## config.mk

```make
export PLATFORM = sky130hd
export DESIGN_NAME = almost_offset_seq
export DESIGN_NICKNAME = d
export VERILOG_FILES = /design/src/rtl/offs_seq_pkg.sv /design/src/rtl/offs_seq_ctrl.sv /design/src/rtl/offs_reg.sv /design/src/rtl/almost_offset_seq.sv
export SDC_FILE = /design/constraint.sdc
export NUM_CORES = 1
export LEC_CHECK = 0
export ABC_AREA = 1
export ABC_CLOCK_PERIOD_IN_PS = 1200
export BUFFER_PORTS_ARGS = -buffer_cell sky130_fd_sc_hd__buf_2
export CAP_MARGIN = 20
export CORE_ASPECT_RATIO = 1.25
export CORE_UTILIZATION = 42
export DETAILED_ROUTE_END_ITERATION = 10
export GPL_TIMING_DRIVEN = 0
export PLACE_DENSITY = 0.81
export SLEW_MARGIN = 15
export SYNTH_ARGS = -nofsm -noshare
export SYNTH_HDL_FRONTEND = slang
export SYNTH_SLANG_ARGS = --single-unit
```

## constraint.sdc

```tcl
create_clock -name clk -period 1.2 [get_ports clk]
set_input_delay 0.24 -clock clk [delete_from_list [all_inputs] [get_ports clk]]
set_output_delay 0.24 -clock clk [all_outputs]
set_load 0.01 [all_outputs]
```

## src/rtl/offs_seq_pkg.sv

```systemverilog
// Shared types for the almost-flag threshold sequencer.
package offs_seq_pkg;
    // Sequencer states: idle window, one capture taken, two or more taken, locked.
    typedef enum logic [1:0] {
        SEQ_IDLE = 2'd0,
        SEQ_CAP1 = 2'd1,
        SEQ_CAP2 = 2'd2,
        SEQ_LOCK = 2'd3
    } seq_state_t;
endpackage

```

## src/rtl/offs_seq_ctrl.sv

```systemverilog
// Control FSM of the threshold sequencer.
// Decides which edges are programming edges, which thresholds load on them,
// and raises write-inhibit for those edges.
// Assumes word_written is sticky once high until reset and that all inputs
// are synchronous to clk.
module offs_seq_ctrl
    import offs_seq_pkg::*;
(
    input  logic       clk,
    input  logic       rst_n,
    input  logic       prog_n,
    input  logic       word_written,
    output seq_state_t state_q,
    output logic       load_empty,
    output logic       load_full,
    output logic       wr_block
);
    seq_state_t state_d;

    // Load strobes and write-inhibit for the coming edge.
    always_comb begin
        load_empty = 1'b0;
        load_full  = 1'b0;
        wr_block   = 1'b0;
        case (state_q)
            SEQ_IDLE: begin
                if (!prog_n && !word_written) begin
                    load_empty = 1'b1;
                    load_full  = 1'b1;
                    wr_block   = 1'b1;
                end
            end
            SEQ_CAP1: begin
                if (!prog_n) begin
                    load_full = 1'b1;
                    wr_block  = 1'b1;
                end
            end
            SEQ_CAP2: begin
                if (!prog_n) begin
                    wr_block = 1'b1;
                end
            end
            default: ;
        endcase
    end

    // Next-state selection.
    always_comb begin
        state_d = state_q;
        case (state_q)
            SEQ_IDLE: begin
                if (word_written)  state_d = SEQ_LOCK;
                else if (!prog_n)  state_d = SEQ_CAP1;
            end
            SEQ_CAP1: state_d = prog_n ? SEQ_LOCK : SEQ_CAP2;
            SEQ_CAP2: state_d = prog_n ? SEQ_LOCK : SEQ_CAP2;
            default:  state_d = SEQ_LOCK;
        endcase
    end

    // State register with synchronous reset.
    always_ff @(posedge clk) begin
        if (!rst_n) state_q <= SEQ_IDLE;
        else        state_q <= state_d;
    end

    // inhibit is only ever raised while program enable is low.
    assert_block_needs_prog_R5: assert property (@(posedge clk) disable iff (!rst_n)
        wr_block |-> !prog_n);

    // the locked state is never left without reset.
    assert_lock_sticky_R6: assert property (@(posedge clk) disable iff (!rst_n)
        (state_q == SEQ_LOCK) |=> (state_q == SEQ_LOCK));
endmodule

```

## src/rtl/offs_reg.sv

```systemverilog
// One threshold register: loads d on a strobe, resets to a default value.
// Assumes DEF fits in W bits.
module offs_reg #(
    parameter int W   = 8,
    parameter int DEF = 64
) (
    input  logic         clk,
    input  logic         rst_n,
    input  logic         load,
    input  logic [W-1:0] d,
    output logic [W-1:0] q
);
    localparam logic [W-1:0] DEF_V = W'(DEF);

    // Threshold storage with synchronous reset to the default.
    always_ff @(posedge clk) begin
        if (!rst_n)    q <= DEF_V;
        else if (load) q <= d;
    end

    // reset always yields the default value.
    assert_reset_default_R8: assert property (@(posedge clk)
        !rst_n |=> (q == DEF_V));
endmodule

```

## src/rtl/almost_offset_seq.sv

```systemverilog
// Almost-flag threshold sequencer (top).
// Captures the almost-empty and almost-full thresholds from the data byte
// in the window between reset and the first stored word, and blocks FIFO
// stores on programming edges. Assumes a single load-clock domain.
module almost_offset_seq
    import offs_seq_pkg::*;
#(
    parameter int THR_W   = 8,
    parameter int THR_DEF = 64
) (
    input  logic             clk,
    input  logic             rst_n,
    input  logic             prog_n,
    input  logic [THR_W-1:0] data_byte,
    input  logic             word_written,
    output logic [THR_W-1:0] thr_empty,
    output logic [THR_W-1:0] thr_full,
    output logic             wr_block
);
    localparam int NUM_THR = 2;

    seq_state_t       state_q;
    logic             load_empty;
    logic             load_full;
    logic [NUM_THR-1:0] load_v;
    logic [THR_W-1:0] thr_q [NUM_THR];

    offs_seq_ctrl u_ctrl (
        .clk          (clk),
        .rst_n        (rst_n),
        .prog_n       (prog_n),
        .word_written (word_written),
        .state_q      (state_q),
        .load_empty   (load_empty),
        .load_full    (load_full),
        .wr_block     (wr_block)
    );

    // Strobe vector: index 0 is almost-empty, index 1 almost-full.
    always_comb begin
        load_v = {load_full, load_empty};
    end

    for (genvar gi = 0; gi < NUM_THR; gi++) begin : g_thr
        offs_reg #(.W(THR_W), .DEF(THR_DEF)) u_reg (
            .clk   (clk),
            .rst_n (rst_n),
            .load  (load_v[gi]),
            .d     (data_byte),
            .q     (thr_q[gi])
        );
    end

    assign thr_empty = thr_q[0];
    assign thr_full  = thr_q[1];

    // first capture copies the byte into both thresholds.
    assert_first_capture_R2: assert property (@(posedge clk) disable iff (!rst_n)
        (state_q == SEQ_IDLE && !prog_n && !word_written)
        |=> (thr_empty == $past(data_byte) && thr_full == $past(data_byte)));

    // second capture moves only the almost-full threshold.
    assert_second_capture_R3: assert property (@(posedge clk) disable iff (!rst_n)
        (state_q == SEQ_CAP1 && !prog_n)
        |=> (thr_empty == $past(thr_empty) && thr_full == $past(data_byte)));

    // after two captures nothing moves.
    assert_hold_after_two_R4: assert property (@(posedge clk) disable iff (!rst_n)
        (state_q == SEQ_CAP2) |=> ($stable(thr_empty) && $stable(thr_full)));

    // locked thresholds stay put and stores are never inhibited.
    assert_locked_quiet_R6: assert property (@(posedge clk) disable iff (!rst_n)
        (state_q == SEQ_LOCK) |=> ($stable(thr_empty) && $stable(thr_full) && !wr_block));

    // an inhibited edge always moves the sequencer out of idle.
    assert_block_advances_R5: assert property (@(posedge clk) disable iff (!rst_n)
        wr_block |=> (state_q != SEQ_IDLE));
endmodule

```

==> results_dict.tcl, run 1 <==
set metrics [dict create \
    hold_viol 0 \
    grt_pass1_wl_um 2750 \
    critPathCaptureType "output port" \
    syn_area_per_cell_um2 7.30 \
    crit_path_top_delay_cell "dfxtp_2" \
    worstPathArrival_ns 1.30 \
    hp-class "input pin to flip-flop" \
    violations "negative setup slack" \
    rsz0062_at_grt "true" \
    fmax_mhz 651 \
    drt_wl_total_um 1810 \
    layout_commonest_cell "nor2_1" \
    synthTopCellsByArea "dfxtp_1 46%, nor2_1 15%, nand3_1 7.6%" \
    wire_per_inst_um 10.9 \
    power_frac_seq_pct 34.1 \
    cts.clk_slew.worst_paths_ns 0.10 \
    syn_nets 123 \
    dp_cells 155 \
    internal-power_w 0.00156 \
    synth.ff_latch_count 18 \
    gp_congestion 0.695 \
    critical_path.max_fanout 3 \
    post-route-worst-setup-slack_ns -0.337 \
    p_leak_nw 0.583 \
    yosys_warnings 0 \
    pin_count 29 \
    via_count 808 \
    crit_type "flip-flop to output port" \
    p_sw_w 0.000934 \
    fin_crit_sh_pct 128 \
    yosysSeqAreaShare_pct 45.7 \
    ys_types 17 \
    drt_iter0_markers 15 \
    clockPowerShare_pct 15.0 \
    antenna_found_initial 0 \
    max_stage_delay_ns 0.37 \
    crit_buf_inv 2 \
    timing.setup.tns_ns -1.23 \
    critPathLaunchType "flip-flop" \
    powerDensity_nw_per_um2 2230 \
    vias_per_cell 4.84 \
    yosys.area.top_type "dfxtp_1" \
    core_area_um2 1770 \
    whs_endpoint "g_thr[0].u_reg.q[6]$_SDFFE_PN1P_" \
    start_util_pct 44.6 \
    r2r_end "g_thr[1].u_reg.q[7]$_SDFFE_PN0P_" \
    r2r_start "u_ctrl.state_q[1]$_SDFFE_PN0P_" \
    ir_worst_vdd_mv 1.56 \
    grt_pass1_vias 692 \
    path_cells "inv_2 -> ha_4 -> nand2_2 -> a21oi_2 -> buf_2" \
    die_w_um 40.8 \
    drc 0 \
    htreeDepth 1 \
    worst_pin_slew_ns 0.216 \
    numPortBuffers 28 \
    drive_gt1_share_pct 41.9 \
    setup_viol 11 \
    areaGrowthSynthToFinish_pct 41.7 \
    diodes 0 \
    synth_area_um2 788 \
    rrSetupSlack_ns -0.11 \
    final_cell_count_no_fill 167 \
    root_buffer "clkbuf_4" \
    firstDrtPassIters 4 \
    min_path_cells 3 \
    clock_latency_ns 0.29 \
    slew_viol_final 0 \
    hold_start "data_byte[6]" \
    cts_buffer_depth 2 \
    switching_share_pct 37.4 \
    yosysTopAreaCellShare_pct 45.7 \
    status "finished, violations left" \
    dp_hpwl_um 1310 \
    rows 17 \
    cts_tree "yes" \
    clock_skew_ns 0.00437 \
    final_cell_mix "30 x nor2_1, 29 x buf_2, 16 x dfxtp_1" \
    synthCells 108 \
    max-cap-violations 0 \
    finalNetCount 164 \
    required_ns 0.96 \
    grt_max_degree 11 \
    critical-path-top-delay-family "flip-flops" \
    dieHeight_um 50.4 \
    maxSlewHeadroom_pct 85.6 \
    final_util_pct 63.3 \
    hold_slack_ns 0.166 \
    postRouteAntennaNets 0 \
    min_period_ns 1.54 \
    rr_worst_depth 9 \
    cts.sinks 18 \
    cts_buffers 3 \
    die-area_um2 2060 \
    pwr-share-comb_pct 50.9 \
    grt_overflow 0 \
    grt_use_total_pct 19.1 \
]
==> layer usage <==
layer  vias to the layer above  global-route usage (%)  wire length, um
met5                         -                       0                0
met4                         0                    8.89               25
met3                         5                    3.54               76
met2                        25                    31.7              966
met1                       358                    22.0              745
li1                        420                       -                -
==> final cells by class <==
cell class                      count  area [um2]
Sequential cell                    18         363
Tap cell                           19        23.8
Buffer                              2        16.3
Clock buffer                        4        36.3
Timing Repair Buffer               36         208
Fill cell                         159         648
Multi-Input combinational cell     74         418
Inverter                           14        52.6
==> power groups by stage <==
| stage | combinational (W) | clock [W] | sequential (W) |
|---|---|---|---|
| 6_report | 0.00127 | 0.000373 | 0.000852 |
| 4_1_cts | 0.00113 | 0.000376 | 0.000848 |
| 3_3_place_gp | 0.000938 | 0 | 0.000854 |
| 2_1_floorplan | 0.000632 | 0 | 0.000917 |
| 5_1_grt | 0.00142 | 0.000398 | 0.000871 |
| 3_5_place_dp | 0.000981 | 0 | 0.000862 |
==> synth_stat cells <==
library cell,number
a211oi_1,1
a21oi_1,1
buf_2,1
buf_6,1
dfxtp_1,18
ha_1,3
inv_1,13
inv_2,1
nand2_1,12
nand2_2,2
nand2_4,1
nand3_1,12
nor2_1,31
nor2_4,1
o21a_1,1
o21ai_0,2
o21ai_1,7
==> flip-flops by register name, indices dropped and copies added (netlist names) <==
signal          flops
u_ctrl.state_q      2
g_thr.u_reg.q      16
==> worst register-to-register path, stage by stage (launching register included) <==
cell     delay, ns
dfxtp_2       0.37
inv_2         0.06
ha_4          0.18
buf_4         0.13
buf_4         0.14
nand2_2       0.07
nand2_2       0.07
nand2_4       0.11
nor2_2        0.04
nor2_1        0.10
==> stage by stage <==
| stage | setup WS, ns | power (W) | area [um2] |
|---|---|---|---|
| 5_1_grt | -0.403 | 0.00269 | 1120 |
| 3_5_place_dp | -0.148 | 0.00184 | 968 |
| 3_3_place_gp | -0.119 | 0.00179 | 968 |
| 2_1_floorplan | 0.0137 | 0.00155 | 805 |
| 4_1_cts | -0.341 | 0.00236 | 1060 |
| 6_report | -0.337 | 0.00249 | 1120 |
==> worst max-delay path by stage <==
stage	from	endpoint	slack, ns	cells after the start
2_1_floorplan	u_ctrl.state_q[0]$_SDFFE_PN0P_	wr_block	0.01	5
3_3_place_gp	u_ctrl.state_q[0]$_SDFFE_PN0P_	wr_block	-0.12	6
3_5_place_dp	u_ctrl.state_q[0]$_SDFFE_PN0P_	wr_block	-0.15	6
4_1_cts	u_ctrl.state_q[1]$_SDFFE_PN0P_	wr_block	-0.34	6
5_1_grt	u_ctrl.state_q[1]$_SDFFE_PN0P_	wr_block	-0.40	6
6_report	u_ctrl.state_q[1]$_SDFFE_PN0P_	wr_block	-0.34	5
==> repair_timing <==
item,in CTS,in global routing
gates cloned,0,0
gates resized for setup,8,10
hold buffers,0,0
pin swaps,5,2
setup buffers,5,3
setup endpoints to repair,2,19
==> cell families (layout without fill, tap and decap cells) <==
group	count (synthesis)	after routing	synth area share (%)
compound gates	12	12	8.25
fa+ha+maj	3	3	4.76
buf+inv	16	56	8.73
flops	18	18	45.7
simple gates	59	59	32.5
Note: power is estimated with default switching activity, not from simulation.
==> inputs of run 2 (changes only) <==
--- a/config.mk
+++ b/config.mk
@@ -6,14 +6,15 @@
 export NUM_CORES = 1
 export LEC_CHECK = 0
 export ABC_AREA = 1
-export ABC_CLOCK_PERIOD_IN_PS = 1200
+export ABC_CLOCK_PERIOD_IN_PS = 1700
 export BUFFER_PORTS_ARGS = -buffer_cell sky130_fd_sc_hd__buf_2
 export CAP_MARGIN = 20
 export CORE_ASPECT_RATIO = 1.25
-export CORE_UTILIZATION = 42
+export CORE_UTILIZATION = 46
 export DETAILED_ROUTE_END_ITERATION = 10
 export GPL_TIMING_DRIVEN = 0
-export PLACE_DENSITY = 0.81
+export PLACE_DENSITY = 0.84
+export SETUP_SLACK_MARGIN = 0.1
 export SLEW_MARGIN = 15
 export SYNTH_ARGS = -nofsm -noshare
 export SYNTH_HDL_FRONTEND = slang
==> constraint.sdc (replaced) <==
create_clock -name clk -period 1.7 [get_ports clk]
set_input_delay 0.34 -clock clk [delete_from_list [all_inputs] [get_ports clk]]
set_output_delay 0.34 -clock clk [all_outputs]
set_load 0.01 [all_outputs]
==> results_dict.tcl, run 2 (same netlist as run 1, synthesis figures left out) <==
set metrics [dict create \
    status "completed" \
    drt_iter0_markers 13 \
    maxSlewHeadroom_pct 87.2 \
    antenna_found_initial 0 \
    max-cap-violations 0 \
    gp_congestion 0.705 \
    dieHeight_um 48.3 \
    post-route-worst-setup-slack_ns 0.0910 \
    grt_use_total_pct 20.9 \
    drive_gt1_share_pct 36.1 \
    pin_count 29 \
    largest_reg_flops 16 \
    finalNetCount 164 \
    vias_per_cell 4.93 \
    cts_hold_buf 0 \
    postRouteAntennaNets 0 \
    top_register "g_thr.u_reg.q" \
    htreeDepth 1 \
    die_w_um 39.0 \
    top_regs "g_thr.u_reg.q x16, u_ctrl.state_q x2" \
    hold_viol 0 \
    wire_per_inst_um 11.2 \
    layout_commonest_cell "nor2_1" \
    critPathLaunchType "flip-flop" \
    firstDrtPassIters 4 \
    areaGrowthSynthToFinish_pct 34.9 \
    fmax_mhz 622 \
    diodes 0 \
    final_area_um2 1060 \
    clock_latency_ns 0.29 \
    start_util_pct 49.8 \
    critical_path.max_fanout 2 \
    final_util_pct 67.2 \
    grt_overflow 0 \
    numPortBuffers 28 \
    p_leak_nw 0.563 \
    grt_pass1_vias 653 \
    place_area_um2 951 \
    dp_slack_ns 0.135 \
    drt_wl_total_um 1850 \
    die-area_um2 1880 \
    root_buffer "clkbuf_4" \
    worst_pin_slew_ns 0.190 \
    rsz0062_at_grt "true" \
    powerDensity_nw_per_um2 1560 \
    grt_max_degree 11 \
    nFillCells 146 \
    worstPathArrival_ns 1.27 \
    cts.sinks 18 \
    dp_hpwl_um 1250 \
    cts_buffer_depth 2 \
    fin_crit_sh_pct 94.6 \
    required_ns 1.36 \
    core_area_um2 1580 \
    via_count 813 \
    hold_slack_ns 0.279 \
    slew_viol_final 0 \
    cts.clk_slew.worst_paths_ns 0.09 \
    hp-class "input pin to flip-flop" \
    ir_worst_vdd_mv 0.783 \
    cts_tree "yes" \
    rows 16 \
    clock_skew_ns 0.00178 \
    drc 0 \
    critPathCaptureType "output port" \
    cts_buffers 3 \
    setup_viol 0 \
    crit_type "flip-flop to output port" \
    timing.setup.tns_ns 0 \
    grt_pass1_wl_um 2640 \
    final_cell_mix "31 x nor2_1, 29 x buf_2, 16 x dfxtp_1" \
    min_period_ns 1.61 \
]
[run 2: cell count changes in the layout (fill, tap and decap cells not counted)]
cell / change
o21ai_2: -5
o21ai_1: +4
buf_4: +2
buf_6: -2
nand2_1: +2
clkbuf_8: -1
nand2_2: -1
nand2_4: -1
nor2_1: +1
nor2_2: -1
o21ai_0: +1
[run 2: final cells by class]
class	instances	area, um2	share of cell area [%]
Timing Repair Buffer	36	200	18.8
Clock buffer	3	22.5	2.12
Multi-Input combinational cell	74	387	36.4
Inverter	14	52.6	4.94
Tap cell	18	22.5	2.12
Buffer	2	16.3	1.53
Sequential cell	18	363	34.1
[run 2: power breakdown]
| group | internal [W] | switching [W] | leakage, nW |
|---|---|---|---|
| Combinational | 0.000409 | 0.000449 | 0.401 |
| Sequential | 0.000541 | 0.0000584 | 0.149 |
| Clock | 0.0000824 | 0.000122 | 0.0138 |
| Total | 0.00103 | 0.000629 | 0.563 |
[run 2: path summary, 6_finish.rpt]
path | end | depth (start not counted) | from | slack [ns]
max | wr_block | 5 | u_ctrl.state_q[1]$_SDFFE_PN0P_ | 0.09
min | g_thr[0].u_reg.q[6]$_SDFFE_PN1P_ | 3 | data_byte[6] | 0.28
max reg2reg | g_thr[1].u_reg.q[5]$_SDFFE_PN0P_ | 9 | u_ctrl.state_q[1]$_SDFFE_PN0P_ | 0.36
min reg2reg | g_thr[0].u_reg.q[6]$_SDFFE_PN1P_ | 2 | g_thr[0].u_reg.q[6]$_SDFFE_PN1P_ | 0.48
[run 2: stage by stage]
stage               power, W  instances
floorplan            0.00105        108
global placement     0.00122        154
detailed placement   0.00125        154
CTS                  0.00160        163
global route         0.00179        165
finish               0.00166        165
[run 2: metal layers]
layer | vias up | share of wire (%) | GRT usage (%)
li1 | 414 | - | -
met1 | 366 | 39 | 24.0
met2 | 28 | 54 | 36.7
met3 | 5 | 4.4 | 2.74
met4 | 0 | 1.9 | 12.4
met5 | - | 0 | 0
[run 2: critical path: stages, from the launching register on]
cell	delay, ns
dfxtp_2	0.35
inv_2	0.05
ha_4	0.26
nand2_2	0.05
a21oi_2	0.13
buf_2	0.13
[run 2: what timing repair did]
item / in CTS / in global routing
resized for setup: 7 / 2
endpoints found under the setup margin: 1 / 1
buffers inserted: 6 / 2
pin swaps: 3 / 2
==> inputs of run 3 (changes only) <==
--- a/config.mk
+++ b/config.mk
@@ -13,7 +13,7 @@
 export CORE_UTILIZATION = 46
 export DETAILED_ROUTE_END_ITERATION = 10
 export GPL_TIMING_DRIVEN = 0
-export PLACE_DENSITY = 0.84
+export PLACE_DENSITY = 0.71
 export SETUP_SLACK_MARGIN = 0.1
 export SLEW_MARGIN = 15
 export SYNTH_ARGS = -nofsm -noshare
==> results_dict.tcl, run 3 (same netlist as run 1, synthesis figures left out) <==
set metrics [dict create \
    critical_path.max_fanout 3 \
    antenna_found_initial 0 \
    largest_reg_flops 16 \
    root_buffer "clkbuf_4" \
    wl_met2_um 874 \
    grt_max_degree 11 \
    numPortBuffers 28 \
    hold_slack_ns 0.269 \
    cp.depth 5 \
    clock_skew_ns 0.00468 \
    r2r_end "g_thr[1].u_reg.q[5]$_SDFFE_PN0P_" \
    cts_tree "yes" \
    hp-class "input pin to flip-flop" \
    final_cell_mix "31 x nor2_1, 29 x buf_2, 16 x dfxtp_1" \
    wire_per_inst_um 10.6 \
    crit_buf_inv 2 \
    drive_gt1_share_pct 35.2 \
    grt_overflow 0 \
    rr_worst_depth 9 \
    setup_viol 0 \
    highest_layer "met4" \
    crit_end "wr_block" \
    start_util_pct 49.8 \
    slew_viol_final 0 \
    ir_worst_vdd_mv 0.990 \
    p_leak_nw 0.552 \
    grt_pass1_vias 634 \
    critPathLaunchType "flip-flop" \
    gp_congestion 0.713 \
    fin_crit_sh_pct 94.6 \
    critPathLaunch "u_ctrl.state_q[1]$_SDFFE_PN0P_" \
    max_stage_delay_ns 0.36 \
    via_count 773 \
    diodes 0 \
    critical-path-top-delay-family "flip-flops" \
    core_area_um2 1580 \
    rsz0062_at_grt "true" \
    htreeDepth 1 \
    cts_hold_buf 0 \
    grt_pass1_wl_um 2550 \
    met1_length_um 768 \
    layout_commonest_cell "nor2_1" \
    crit_path_top_delay_cell "dfxtp_2" \
    critPathCaptureType "output port" \
    status "completed" \
    dieHeight_um 48.3 \
    maxSlewHeadroom_pct 87.0 \
    cts.sinks 18 \
    final_util_pct 66.1 \
    timing.setup.tns_ns 0 \
    pin_count 29 \
    power.total_w 0.00162 \
    die-area_um2 1880 \
    top_register "g_thr.u_reg.q" \
    drt_iter0_markers 13 \
    vias_per_cell 4.74 \
    cts_buffers 3 \
    r2r_start "u_ctrl.state_q[1]$_SDFFE_PN0P_" \
    hold_viol 0 \
    rows 16 \
    max-cap-violations 0 \
    die_w_um 39.0 \
    cts.clk_slew.worst_paths_ns 0.10 \
    dp_hpwl_um 1220 \
    worstPathArrival_ns 1.27 \
    finalNetCount 162 \
    rrSetupSlack_ns 0.38 \
    fmax_mhz 622 \
    grt_use_total_pct 20.2 \
    clock_latency_ns 0.29 \
    path_cells "inv_2 -> ha_4 -> nand2_2 -> a21oi_2 -> buf_2" \
    crit_type "flip-flop to output port" \
    required_ns 1.36 \
    cts_buffer_depth 2 \
    drc 0 \
    postRouteAntennaNets 0 \
    route.met3.wl_um 51 \
    areaGrowthSynthToFinish_pct 32.5 \
    firstDrtPassIters 3 \
    top_regs "g_thr.u_reg.q x16, u_ctrl.state_q x2" \
    min_period_ns 1.61 \
    worst_pin_slew_ns 0.194 \
    drt_wl_total_um 1730 \
    powerDensity_nw_per_um2 1550 \
]
## run 3: layout make-up
cell class / instances / area, um2
buffer: 1 / 5.00
clock buffer: 3 / 22.5
fill: 147 / 537
inverter: 14 / 52.6
multi-input combinational: 74 / 387
sequential: 18 / 363
tap: 18 / 22.5
timing repair buffer: 35 / 193
## run 3: repair_timing
item,in CTS,in global routing
pin swaps,2,2
buffers inserted,6,1
endpoints found under the hold margin,0,0
resized for setup,7,2
setup endpoints to repair,1,1
## run 3: worst min-delay path, cell delays in order
cell	delay (ns)
buf_2	0.09
nand2_1	0.05
nand3_1	0.05
## run 3: per-stage QoR
stage               setup slack, ns  cells  cell area, um2
finish                       0.0926    163            1040
CTS                          0.0730    163            1050
global route                 0.0351    163            1040
detailed placement            0.150    154             951
global placement              0.151    154             951
floorplan                     0.293    108             788
## run 3: worst min path at each step
stage | end | slack (ns) | startpoint | depth (start not counted)
3_3_place_gp | g_thr[0].u_reg.q[6]$_SDFFE_PN1P_ | 0.45 | g_thr[0].u_reg.q[6]$_SDFFE_PN1P_ | 2
2_1_floorplan | g_thr[0].u_reg.q[6]$_SDFFE_PN1P_ | 0.45 | data_byte[6] | 2
3_5_place_dp | g_thr[0].u_reg.q[6]$_SDFFE_PN1P_ | 0.46 | g_thr[0].u_reg.q[6]$_SDFFE_PN1P_ | 2
5_1_grt | g_thr[0].u_reg.q[6]$_SDFFE_PN1P_ | 0.27 | data_byte[6] | 3
4_1_cts | g_thr[0].u_reg.q[6]$_SDFFE_PN1P_ | 0.26 | data_byte[6] | 3
6_report | g_thr[0].u_reg.q[6]$_SDFFE_PN1P_ | 0.27 | data_byte[6] | 3
## run 3: power breakdown
part	switching, W	total (W)	internal [W]
registers	0.0000566	0.000598	0.000541
clock network	0.000125	0.000207	0.0000824
logic	0.000433	0.000813	0.000380
total	0.000614	0.00162	0.00100
## run 3: layer usage
layer	vias to the layer above	global-route usage [%]
li1	412	-
met1	339	23.2
met2	17	35.0
met3	5	3.20
met4	0	12.4
met5	-	0
